**src/rtl/sdma_pkg.sv**
```systemverilog
package sdma_pkg;
  localparam int BLK_SZ_W = 12;
  localparam int BND_LG   = 12;

  localparam logic [2:0] REG_ADDR  = 3'd0;
  localparam logic [2:0] REG_BLKSZ = 3'd1;
  localparam logic [2:0] REG_CNT   = 3'd2;
  localparam logic [2:0] REG_MODE  = 3'd3;
  localparam logic [2:0] REG_HCTL  = 3'd4;
  localparam logic [2:0] REG_STS   = 3'd5;
  localparam logic [2:0] REG_STSEN = 3'd6;
  localparam logic [2:0] REG_SIGEN = 3'd7;

  localparam int STS_DONE = 1;
  localparam int STS_DMA  = 3;
  localparam int STS_ERR  = 15;

  localparam int MODE_DMA   = 0;
  localparam int MODE_CNTEN = 1;
  localparam int MODE_RD    = 4;
  localparam int MODE_MULTI = 5;

  typedef enum logic [1:0] {ST_IDLE, ST_XFER, ST_STALL} xfer_state_e;
endpackage

```
**src/rtl/sdma_regs.sv**
```systemverilog
module sdma_regs
  import sdma_pkg::*;
(
  input  logic                clk_i,
  input  logic                rst_ni,
  input  logic                we_i,
  input  logic [2:0]          addr_i,
  input  logic [31:0]         wdata_i,
  input  logic                busy_i,
  input  logic [15:0]         set_i,
  output logic [BLK_SZ_W-1:0] blk_size_o,
  output logic [2:0]          bnd_code_o,
  output logic [5:0]          mode_o,
  output logic [7:0]          hctl_o,
  output logic [15:0]         sts_o,
  output logic [15:0]         sts_en_o,
  output logic [15:0]         sig_en_o,
  output logic                irq_o
);
  localparam logic [5:0] MODE_MASK = 6'b110111;

  logic [15:0] clr;
  assign clr = (we_i && addr_i == REG_STS) ? wdata_i[15:0] : 16'h0;

  always_ff @(posedge clk_i or negedge rst_ni) begin
    if (!rst_ni) begin
      blk_size_o <= '0;
      bnd_code_o <= '0;
      mode_o     <= '0;
      hctl_o     <= '0;
      sts_o      <= '0;
      sts_en_o   <= '0;
      sig_en_o   <= '0;
    end else begin
      sts_o <= (sts_o & ~clr) | (set_i & sts_en_o);
      if (we_i) begin
        unique case (addr_i)
          REG_BLKSZ: if (!busy_i) begin
            blk_size_o <= wdata_i[BLK_SZ_W-1:0];
            bnd_code_o <= wdata_i[14:12];
          end
          REG_MODE:  if (!busy_i) mode_o <= wdata_i[5:0] & MODE_MASK;
          REG_HCTL:  hctl_o   <= wdata_i[7:0];
          REG_STSEN: sts_en_o <= wdata_i[15:0];
          REG_SIGEN: sig_en_o <= wdata_i[15:0];
          default: ;
        endcase
      end
    end
  end

  assign irq_o = |(sts_o & sig_en_o);

  a_r8_w1c_clears: assert property (@(posedge clk_i) disable iff (!rst_ni)
    (we_i && addr_i == REG_STS && wdata_i[STS_DMA] && !set_i[STS_DMA]) |=> !sts_o[STS_DMA]);
  a_r9_gated_set: assert property (@(posedge clk_i) disable iff (!rst_ni)
    (!sts_o[STS_DONE] && !sts_en_o[STS_DONE]) |=> !sts_o[STS_DONE]);
endmodule

```
**src/rtl/sdma_ctrl.sv**
```systemverilog
module sdma_ctrl
  import sdma_pkg::*;
#(
  parameter int ADDR_W = 32,
  parameter int DATA_W = 32,
  parameter int CNT_W  = 16
) (
  input  logic                clk_i,
  input  logic                rst_ni,
  input  logic                addr_we_i,
  input  logic                cnt_we_i,
  input  logic [31:0]         wdata_i,
  input  logic                start_i,
  input  logic                dir_rd_i,
  input  logic                cnt_en_i,
  input  logic                multi_i,
  input  logic [BLK_SZ_W-1:0] blk_size_i,
  input  logic [2:0]          bnd_code_i,
  output logic                mem_req_o,
  output logic                mem_we_o,
  output logic [ADDR_W-1:0]   mem_addr_o,
  output logic [DATA_W-1:0]   mem_wdata_o,
  input  logic [DATA_W-1:0]   mem_rdata_i,
  input  logic                mem_ack_i,
  input  logic                card_valid_i,
  input  logic [DATA_W-1:0]   card_data_i,
  output logic                card_ready_o,
  output logic                card_valid_o,
  output logic [DATA_W-1:0]   card_data_o,
  input  logic                card_ready_i,
  output logic [ADDR_W-1:0]   addr_o,
  output logic [CNT_W-1:0]    cnt_o,
  output logic                busy_o,
  output logic                done_o,
  output logic                stall_o
);
  localparam int BYTES = DATA_W / 8;
  localparam int OFF_W = BLK_SZ_W + 1;

  xfer_state_e       state_q;
  logic [ADDR_W-1:0] addr_q, addr_nx, bnd_mask;
  logic [CNT_W-1:0]  cnt_q;
  logic [OFF_W-1:0]  off_q, off_nx;
  logic              xfer, fire, blk_end, last, at_bnd;

  assign xfer        = state_q == ST_XFER;
  assign mem_req_o   = xfer && (dir_rd_i ? card_valid_i : card_ready_i);
  assign fire        = mem_req_o && mem_ack_i;
  assign mem_we_o    = dir_rd_i;
  assign mem_addr_o  = addr_q;
  assign mem_wdata_o = card_data_i;
  assign card_ready_o = xfer && dir_rd_i && mem_ack_i;
  assign card_valid_o = xfer && !dir_rd_i && mem_ack_i;
  assign card_data_o  = mem_rdata_i;

  assign addr_nx  = addr_q + ADDR_W'(BYTES);
  assign off_nx   = off_q + OFF_W'(BYTES);
  assign blk_end  = off_nx >= {1'b0, blk_size_i};
  assign last     = blk_end && (!multi_i || (cnt_en_i && cnt_q == CNT_W'(1)));
  assign bnd_mask = (ADDR_W'(1) << (BND_LG + int'(bnd_code_i))) - ADDR_W'(1);
  assign at_bnd   = (addr_nx & bnd_mask) == '0;

  always_ff @(posedge clk_i or negedge rst_ni) begin
    if (!rst_ni) begin
      state_q <= ST_IDLE;
      addr_q  <= '0;
      cnt_q   <= '0;
      off_q   <= '0;
    end else begin
      unique case (state_q)
        ST_IDLE: begin
          if (addr_we_i) addr_q <= wdata_i[ADDR_W-1:0];
          if (cnt_we_i)  cnt_q  <= wdata_i[CNT_W-1:0];
          if (start_i) begin
            state_q <= ST_XFER;
            off_q   <= '0;
          end
        end
        ST_XFER: if (fire) begin
          addr_q <= addr_nx;
          off_q  <= blk_end ? '0 : off_nx;
          if (blk_end && cnt_en_i && cnt_q != '0) cnt_q <= cnt_q - CNT_W'(1);
          if (last)        state_q <= ST_IDLE;
          else if (at_bnd) state_q <= ST_STALL;
        end
        ST_STALL: if (addr_we_i) begin
          addr_q  <= wdata_i[ADDR_W-1:0];
          state_q <= ST_XFER;
        end
        default: state_q <= ST_IDLE;
      endcase
    end
  end

  assign addr_o  = addr_q;
  assign cnt_o   = cnt_q;
  assign busy_o  = state_q != ST_IDLE;
  assign done_o  = fire && last;
  assign stall_o = fire && !last && at_bnd;

  a_r2_addr_step: assert property (@(posedge clk_i) disable iff (!rst_ni)
    fire |=> addr_q == $past(addr_q) + ADDR_W'(BYTES));
  a_r6_stall_aligned: assert property (@(posedge clk_i) disable iff (!rst_ni)
    (state_q == ST_STALL) |-> (addr_q & bnd_mask) == '0);
  a_r7_stall_quiet: assert property (@(posedge clk_i) disable iff (!rst_ni)
    (state_q == ST_STALL && !addr_we_i) |=> !mem_req_o);
  a_r4_no_underflow: assert property (@(posedge clk_i) disable iff (!rst_ni)
    (fire && blk_end && cnt_en_i && multi_i) |-> cnt_q != '0);
endmodule

```
**src/rtl/sdma_engine.sv**
```systemverilog
module sdma_engine
  import sdma_pkg::*;
#(
  parameter int ADDR_W = 32,
  parameter int CNT_W  = 16
) (
  input  logic              clk_i,
  input  logic              rst_ni,
  input  logic              reg_we_i,
  input  logic [2:0]        reg_addr_i,
  input  logic [31:0]       reg_wdata_i,
  output logic [31:0]       reg_rdata_o,
  output logic              mem_req_o,
  output logic              mem_we_o,
  output logic [ADDR_W-1:0] mem_addr_o,
  output logic [31:0]       mem_wdata_o,
  input  logic [31:0]       mem_rdata_i,
  input  logic              mem_ack_i,
  input  logic              card_valid_i,
  input  logic [31:0]       card_data_i,
  output logic              card_ready_o,
  output logic              card_valid_o,
  output logic [31:0]       card_data_o,
  input  logic              card_ready_i,
  output logic              irq_o
);
  logic [BLK_SZ_W-1:0] blk_size;
  logic [2:0]          bnd_code;
  logic [5:0]          mode;
  logic [7:0]          hctl;
  logic [15:0]         sts, sts_en, sig_en, set;
  logic [ADDR_W-1:0]   addr;
  logic [CNT_W-1:0]    cnt;
  logic                busy, done, stall, go, sel_ok, start, bad_start;

  assign go        = reg_we_i && reg_addr_i == REG_MODE && reg_wdata_i[MODE_DMA] && !busy;
  assign sel_ok    = hctl[4:3] == 2'b00;
  assign start     = go && sel_ok;
  assign bad_start = go && !sel_ok;

  always_comb begin
    set           = '0;
    set[STS_DONE] = done;
    set[STS_DMA]  = stall;
    set[STS_ERR]  = bad_start;
  end

  sdma_regs u_regs (
    .clk_i, .rst_ni,
    .we_i(reg_we_i), .addr_i(reg_addr_i), .wdata_i(reg_wdata_i),
    .busy_i(busy), .set_i(set),
    .blk_size_o(blk_size), .bnd_code_o(bnd_code), .mode_o(mode), .hctl_o(hctl),
    .sts_o(sts), .sts_en_o(sts_en), .sig_en_o(sig_en), .irq_o(irq_o)
  );

  sdma_ctrl #(.ADDR_W(ADDR_W), .DATA_W(32), .CNT_W(CNT_W)) u_ctrl (
    .clk_i, .rst_ni,
    .addr_we_i(reg_we_i && reg_addr_i == REG_ADDR),
    .cnt_we_i(reg_we_i && reg_addr_i == REG_CNT),
    .wdata_i(reg_wdata_i), .start_i(start),
    .dir_rd_i(mode[MODE_RD]), .cnt_en_i(mode[MODE_CNTEN]), .multi_i(mode[MODE_MULTI]),
    .blk_size_i(blk_size), .bnd_code_i(bnd_code),
    .mem_req_o, .mem_we_o, .mem_addr_o, .mem_wdata_o, .mem_rdata_i, .mem_ack_i,
    .card_valid_i, .card_data_i, .card_ready_o, .card_valid_o, .card_data_o, .card_ready_i,
    .addr_o(addr), .cnt_o(cnt), .busy_o(busy), .done_o(done), .stall_o(stall)
  );

  always_comb begin
    unique case (reg_addr_i)
      REG_ADDR:  reg_rdata_o = 32'(addr);
      REG_BLKSZ: reg_rdata_o = {17'b0, bnd_code, blk_size};
      REG_CNT:   reg_rdata_o = 32'(cnt);
      REG_MODE:  reg_rdata_o = {26'b0, mode};
      REG_HCTL:  reg_rdata_o = {24'b0, hctl};
      REG_STS:   reg_rdata_o = {16'b0, sts};
      REG_STSEN: reg_rdata_o = {16'b0, sts_en};
      default:   reg_rdata_o = {16'b0, sig_en};
    endcase
  end

  a_r10_bad_sel_idle: assert property (@(posedge clk_i) disable iff (!rst_ni)
    bad_start |=> !mem_req_o);
  a_r1_idle_no_req: assert property (@(posedge clk_i) disable iff (!rst_ni)
    !busy |-> !mem_req_o);
endmodule

```
**config.mk**
```make
export PLATFORM = sky130hd
export DESIGN_NAME = sdma_engine
export DESIGN_NICKNAME = d
export VERILOG_FILES = /design/src/rtl/sdma_pkg.sv /design/src/rtl/sdma_regs.sv /design/src/rtl/sdma_ctrl.sv /design/src/rtl/sdma_engine.sv
export SDC_FILE = /design/constraint.sdc
export NUM_CORES = 1
export LEC_CHECK = 0
export BUFFER_PORTS_ARGS = -buffer_cell sky130_fd_sc_hd__buf_2
export CAP_MARGIN = 20
export CORE_MARGIN = 2
export CORE_UTILIZATION = 45
export CTS_CLUSTER_SIZE = 30
export DETAILED_ROUTE_END_ITERATION = 6
export PLACE_DENSITY = 0.82
export SETUP_SLACK_MARGIN = 0.1
export SLEW_MARGIN = 20
export SYNTH_ARGS = -nofsm -noshare
export SYNTH_HDL_FRONTEND = slang
export SYNTH_SLANG_ARGS = --single-unit
```
**constraint.sdc**
```tcl
create_clock -name clk_i -period 7.2 [get_ports clk_i]
set_input_delay 1.44 -clock clk_i [delete_from_list [all_inputs] [get_ports clk_i]]
set_output_delay 1.44 -clock clk_i [all_outputs]
set_load 0.05 [all_outputs]
```
After elaboration in Yosys (flattened, before gate mapping) --
Index checks and enable logic that the tools add are counted.
Storage, ports and cells: bits in registers 139, word-level logic and storage cells 108, input bits 105
Cells by class: equal/unequal tests 17, bitwise gates (word level) 7, add/sub/neg operators 5, multiplexer cells 20, reduce and logical (&&, ||, !) cells 46, shift operators 1, order comparisons 1
Operator list (count):
- 32-bit one-hot mux with 7 select lines | 1
- 16-bit two-way mux | 4
- 32-bit two-way mux | 2
- 32-bit one-hot mux with 2 select lines | 1
- 16-bit bitwise AND | 3
- 13-bit two-way mux | 3
- 32-bit by 3-bit adder with 32-bit output, second input constant | 1
- 32-bit bitwise AND | 1
- 32-bit logical NOT | 1
- 16-bit one-hot mux with 2 select lines | 1
- 1-bit by 32-bit << shifter with 32-bit output, first input constant | 1
- 32-bit by 2-bit subtractor with 32-bit output, second input constant | 1
- 13-bit one-hot mux with 2 select lines | 1
- 1-bit logical AND | 21
- 16-bit by 1-bit == test with 1-bit output, second input constant | 1
- 16-bit inverter | 1
- 16-bit bitwise OR | 1
- 16-bit nonzero test | 1
- 16-bit OR reduction | 1
- 16-bit by 1-bit subtractor with 16-bit output, second input constant | 1
- 13-bit by 3-bit adder with 13-bit output, second input constant | 1
- 13-bit by 12-bit >= comparator with 1-bit output | 1
- 3-bit == test, second input constant | 4
- 3-bit AND reduction | 4
- other kinds (20) | 39

Logic depth before layout (Yosys ltp) --
depth in word-level cells 9, mapped depth 13, gate-level depth less buffers 12

Hierarchy --
Synthesis repeated with hierarchy kept, for this count alone.
Second synthesis, totals: cell total of the unflattened synthesis 1041, area total of the unflattened synthesis 9655.5 µm²
Modules (own cells, without submodules):
- sdma_ctrl | area an instance 5343.9 µm², cells each 684, seq. area each 1526.5 µm², instances 1
- sdma_regs | area an instance 3153.0 µm², cells each 195, seq. area each 1901.8 µm², instances 1
- sdma_engine | area an instance 1158.6 µm², cells each 162, seq. area each 0.0 µm², instances 1

Worst setup path before layout --
Ideal clock, no wire load.
path type input to output, from input port reg_addr_i[2], to output port reg_rdata_o[15], arrival time 3.320 ns, setup slack 2.440 ns, stages 6, path buffers 4, cells stage by stage buf_2 > clkbuf_1 > clkbuf_1 > clkbuf_1 > a31oi_1 > o22ai_1
On the way: longest elaborated chain between the ends 2
Ends and longest elaborated chain:
- from (decl) | RTL line sdma_engine.sv:10 | input logic [2:0] reg_addr_i,
- 3-bit == test (tied with other cells) | RTL line sdma_engine.sv:69 | unique case (reg_addr_i)
- 32-bit one-hot mux with 7 select lines (*) | RTL line sdma_engine.sv:69
- to (decl) | RTL line sdma_engine.sv:12 | output logic [31:0] reg_rdata_o,
Mark *: on every way between the ends. The rest lies on a longest branch, timed or not.

Worst setup path in the final report --
from input port reg_addr_i[0], to output port reg_rdata_o[9]
The elaborated chain is that of the path after synthesis.

==> results.sh <==
export IMPL_fillers=1791
export IMPL_synth_area_leaders="dfrtp_1 39%, mux2_2 8.6%, buf_4 5.6%"
export IMPL_rsz0062_at_grt="false"
export IMPL_status="finished, final reports clean"
export IMPL_regArea_um2=3430
export IMPL_path_max_fanout=32
export IMPL_seqPwrFrac=0.367
export IMPL_avgSynthCellArea_um2=9.28
export IMPL_firstDrtPassIters=6
export IMPL_skew_ns=0.00684
export IMPL_setup_slack_ns=2.04
export IMPL_synthesis_nets=1066
export IMPL_setup_viol_count_final=0
export IMPL_numCtsBuffers=17
export IMPL_grt_pass1_vias=7024
export IMPL_design_core_area_um2=19300
export IMPL_clkPwrFrac=0.219
export IMPL_place_ws_ns=2.10
export IMPL_cp_slowest_cell="buf_2"
export IMPL_die_area_um2=20600
export IMPL_grtUsageTotal=0.254
export IMPL_worst_setup_path_type="in -> out"
export IMPL_clock_fmax_mhz=194
export IMPL_yosys_register_bits=137
export IMPL_num_rows=51
export IMPL_grt_overflow=0
export IMPL_synth_flop_cell="dfrtp_1"
export IMPL_final_cell_mix="136 x dfrtp_1, 108 x buf_2, 85 x nand2_1, 84 x nor2_1, 67 x mux2_2"
export IMPL_cts_clk_slew_worst_paths_ns=0.05
export IMPL_die_w_um=144
export IMPL_yosysTopAreaCell="dfrtp_1"
export IMPL_start_util=0.454
export IMPL_p_sw_uw=1810
export IMPL_vias=7642
export IMPL_routed_wl_um=25600
export IMPL_post_cts_setup_buffers=0
export IMPL_worstPathArrival_ns=3.72
export IMPL_synthCells=946
export IMPL_endpoint_kind="output pin"
export IMPL_io_pins=238
export IMPL_p_leak_uw=0.00423
export IMPL_routedWlPerCell_um=20.8
export IMPL_hold_class="reg -> reg"
export IMPL_ys_warnings_count=0
export IMPL_fin_tns_setup_ns=0
export IMPL_maxSlewViolCount=0
export IMPL_slew_limit_headroom=0.317
export IMPL_hpwl_um=18200
export IMPL_ys_seq_area_frac=0.390
export IMPL_die_h_um=144
export IMPL_grt_pass1_wl_um=39800
export IMPL_synthArstFlopShare=1.00
export IMPL_ir_drop_mv=0.230
export IMPL_cp_slowest_stage_delay_ns=0.51
export IMPL_cts_root_buf="clkbuf_16"
export IMPL_post_cts_resized=0
export IMPL_cts_tree="yes"
export IMPL_path_common_cell="buf_2"
export IMPL_final_layout_size_suffix_gt1_frac=0.245
export IMPL_syn2layout_area_growth_pct=8.72
export IMPL_ys_types=72
export IMPL_clock_sinks=137
export IMPL_timing_final_crit_share=0.717
export IMPL_grt_max_degree=81
export IMPL_syn_area_um2=8780
export IMPL_yosysTopAreaCellShare=0.390
export IMPL_comb_power_share=0.414
export IMPL_clk_latency_ns=0.43
export IMPL_multiInputGateArea_um2=4540
export IMPL_finish_utilization=0.494
export IMPL_power_density_nw_per_um2=406
export IMPL_gp_congestion=0.954
export IMPL_switching_share=0.466
export IMPL_start_kind="primary input"
export IMPL_period_minus_slack_ns=5.16
export IMPL_cts_buffer_depth=2
export IMPL_ctsHtreeMaxLevel=4
export IMPL_synth_edf_count=0
export IMPL_drv_cap=0
export IMPL_final_common_cell="dfrtp_1"
export IMPL_grt_antenna_before_repair=0
export IMPL_internal_power_uw=2070
export IMPL_worstMarginPinSlew_ns=1.02
export IMPL_diodes=0
export IMPL_hold_viol=0
export IMPL_port_buffers=109
export IMPL_crit_chain="buf_2, inv_1, nor2_1, a221oi_1, a21oi_1, buf_2"
export IMPL_drc=0
export IMPL_ant_nets=0
export IMPL_drt_iter0_drc=810
export IMPL_r2r_cells=8
export IMPL_holdPathStages=1
export IMPL_nNetsFinal=1078
export IMPL_viasPerCell=6.19
export IMPL_cts_hold_buffers_added=0
export IMPL_cp_required_ns=5.76
[path summary, 6_finish.rpt]
kind | from | end | slack [ns]
worst min register to register | u_regs.hctl_o[2]$_DFFE_PN0P_ | u_regs.hctl_o[2]$_DFFE_PN0P_ | 0.50
worst max register to register | u_ctrl.state_q[0]$_DFFE_PN0P_ | u_ctrl.cnt_o[3]$_DFFE_PN0P_ | 3.39
worst min-delay path | u_regs.hctl_o[2]$_DFFE_PN0P_ | u_regs.hctl_o[2]$_DFFE_PN0P_ | 0.50
max in group asynchronous | rst_ni | u_ctrl.cnt_o[7]$_DFFE_PN0P_ | 5.08
worst max-delay path | reg_addr_i[0] | reg_rdata_o[9] | 2.04
min in group asynchronous | rst_ni | u_regs.sig_en_o[10]$_DFFE_PN0P_ | 0.98
[cells by family (layout without fill, tap and decap cells)]
| logic type | Yosys count | after routing | synth area share |
|---|---|---|---|
| xor gates and xnor gates | 15 | 15 | 0.0150 |
| adders and majority gates | 15 | 15 | 0.0214 |
| and+or+nand+nor | 315 | 315 | 0.186 |
| AOI/OAI and AO/OA | 229 | 229 | 0.181 |
| DFF | 137 | 137 | 0.390 |
| muxes | 92 | 92 | 0.114 |
| buffers and inverters | 143 | 166 | 0.0927 |
[worst max-delay path, delay by kind of cell]
kind | cells | cell delay (ns)
AND/OR/NAND/NOR | 1 | 0.51
AO/OA/AOI/OAI | 2 | 0.42
buffers and inverters | 3 | 1.33
[power by group through the flow]
stage          clock network [µW]  logic [µW]  registers [µW]
3_5_place_dp                    0        1590            1410
4_1_cts                       861        1590            1410
5_1_grt                       896        1720            1460
2_1_floorplan                   0        1090            1500
6_report                      850        1610            1420
3_3_place_gp                    0        1550            1410
[area by class of cell]
class | instances | share of cell area
Multi-Input combinational cell | 666 | 0.476
Sequential cell | 137 | 0.359
Timing Repair Buffer | 116 | 0.0637
Clock buffer | 22 | 0.0486
Tap cell | 265 | 0.0347
Clock inverter | 8 | 0.0102
Inverter | 20 | 0.00786
[stage by stage]
| stage | instance area (µm²) | instances | power, µW | hold WS [ns] |
|---|---|---|---|---|
| 2_1_floorplan | 8780 | 946 | 2600 | 0.468 |
| 3_3_place_gp | 8980 | 1204 | 2960 | 0.486 |
| 3_5_place_dp | 8980 | 1204 | 3000 | 0.491 |
| 4_1_cts | 9540 | 1234 | 3860 | 0.504 |
| 5_1_grt | 9550 | 1234 | 4080 | 0.514 |
| 6_report | 9550 | 1234 | 3880 | 0.504 |
[flip-flops by register name, indices dropped and copies added (netlist names)]
signal / flops
u_regs.sts_o: 16
u_ctrl.cnt_o: 16
u_regs.sts_en_o: 16
u_ctrl.state_q: 2
u_regs.hctl_o: 8
u_ctrl.addr_o: 32
u_ctrl.off_q: 11
u_regs.sig_en_o: 16
u_regs.mode_o: 5
u_regs.blk_size_o: 12
u_regs.bnd_code_o: 3
[per-layer routing]
layer / vias up / global-route usage / part of all wire
met5: - / 0 / 0
met4: 0 / 0.109 / 0.037
met3: 78 / 0.0796 / 0.11
met2: 432 / 0.378 / 0.44
met1: 3702 / 0.342 / 0.42
li1: 3430 / - / -
[synth_stat cells, types with 4 or more instances]
cell type	instances
xnor2_1	7
mux2_2	67
and3_1	12
nor3_1	18
a221oi_1	13
mux2i_1	25
or3_1	4
nand4_1	17
a32o_1	9
a31oi_1	10
o21a_1	6
nand2_1	85
dfrtp_1	137
ha_1	15
nor2_1	85
buf_2	18
xor2_1	8
and4_1	7
buf_4	66
a2bb2oi_1	4
o221ai_1	5
nand3_1	32
clkbuf_1	34
inv_1	20
a211oi_2	6
o22ai_1	18
buf_1	4
o21ai_0	28
a21oi_1	64
a211oi_1	13
nor2b_1	5
a22o_1	4
a311oi_1	7
a21boi_0	14
and2_1	21
No activity file was read; power rests on OpenSTA's default activity.
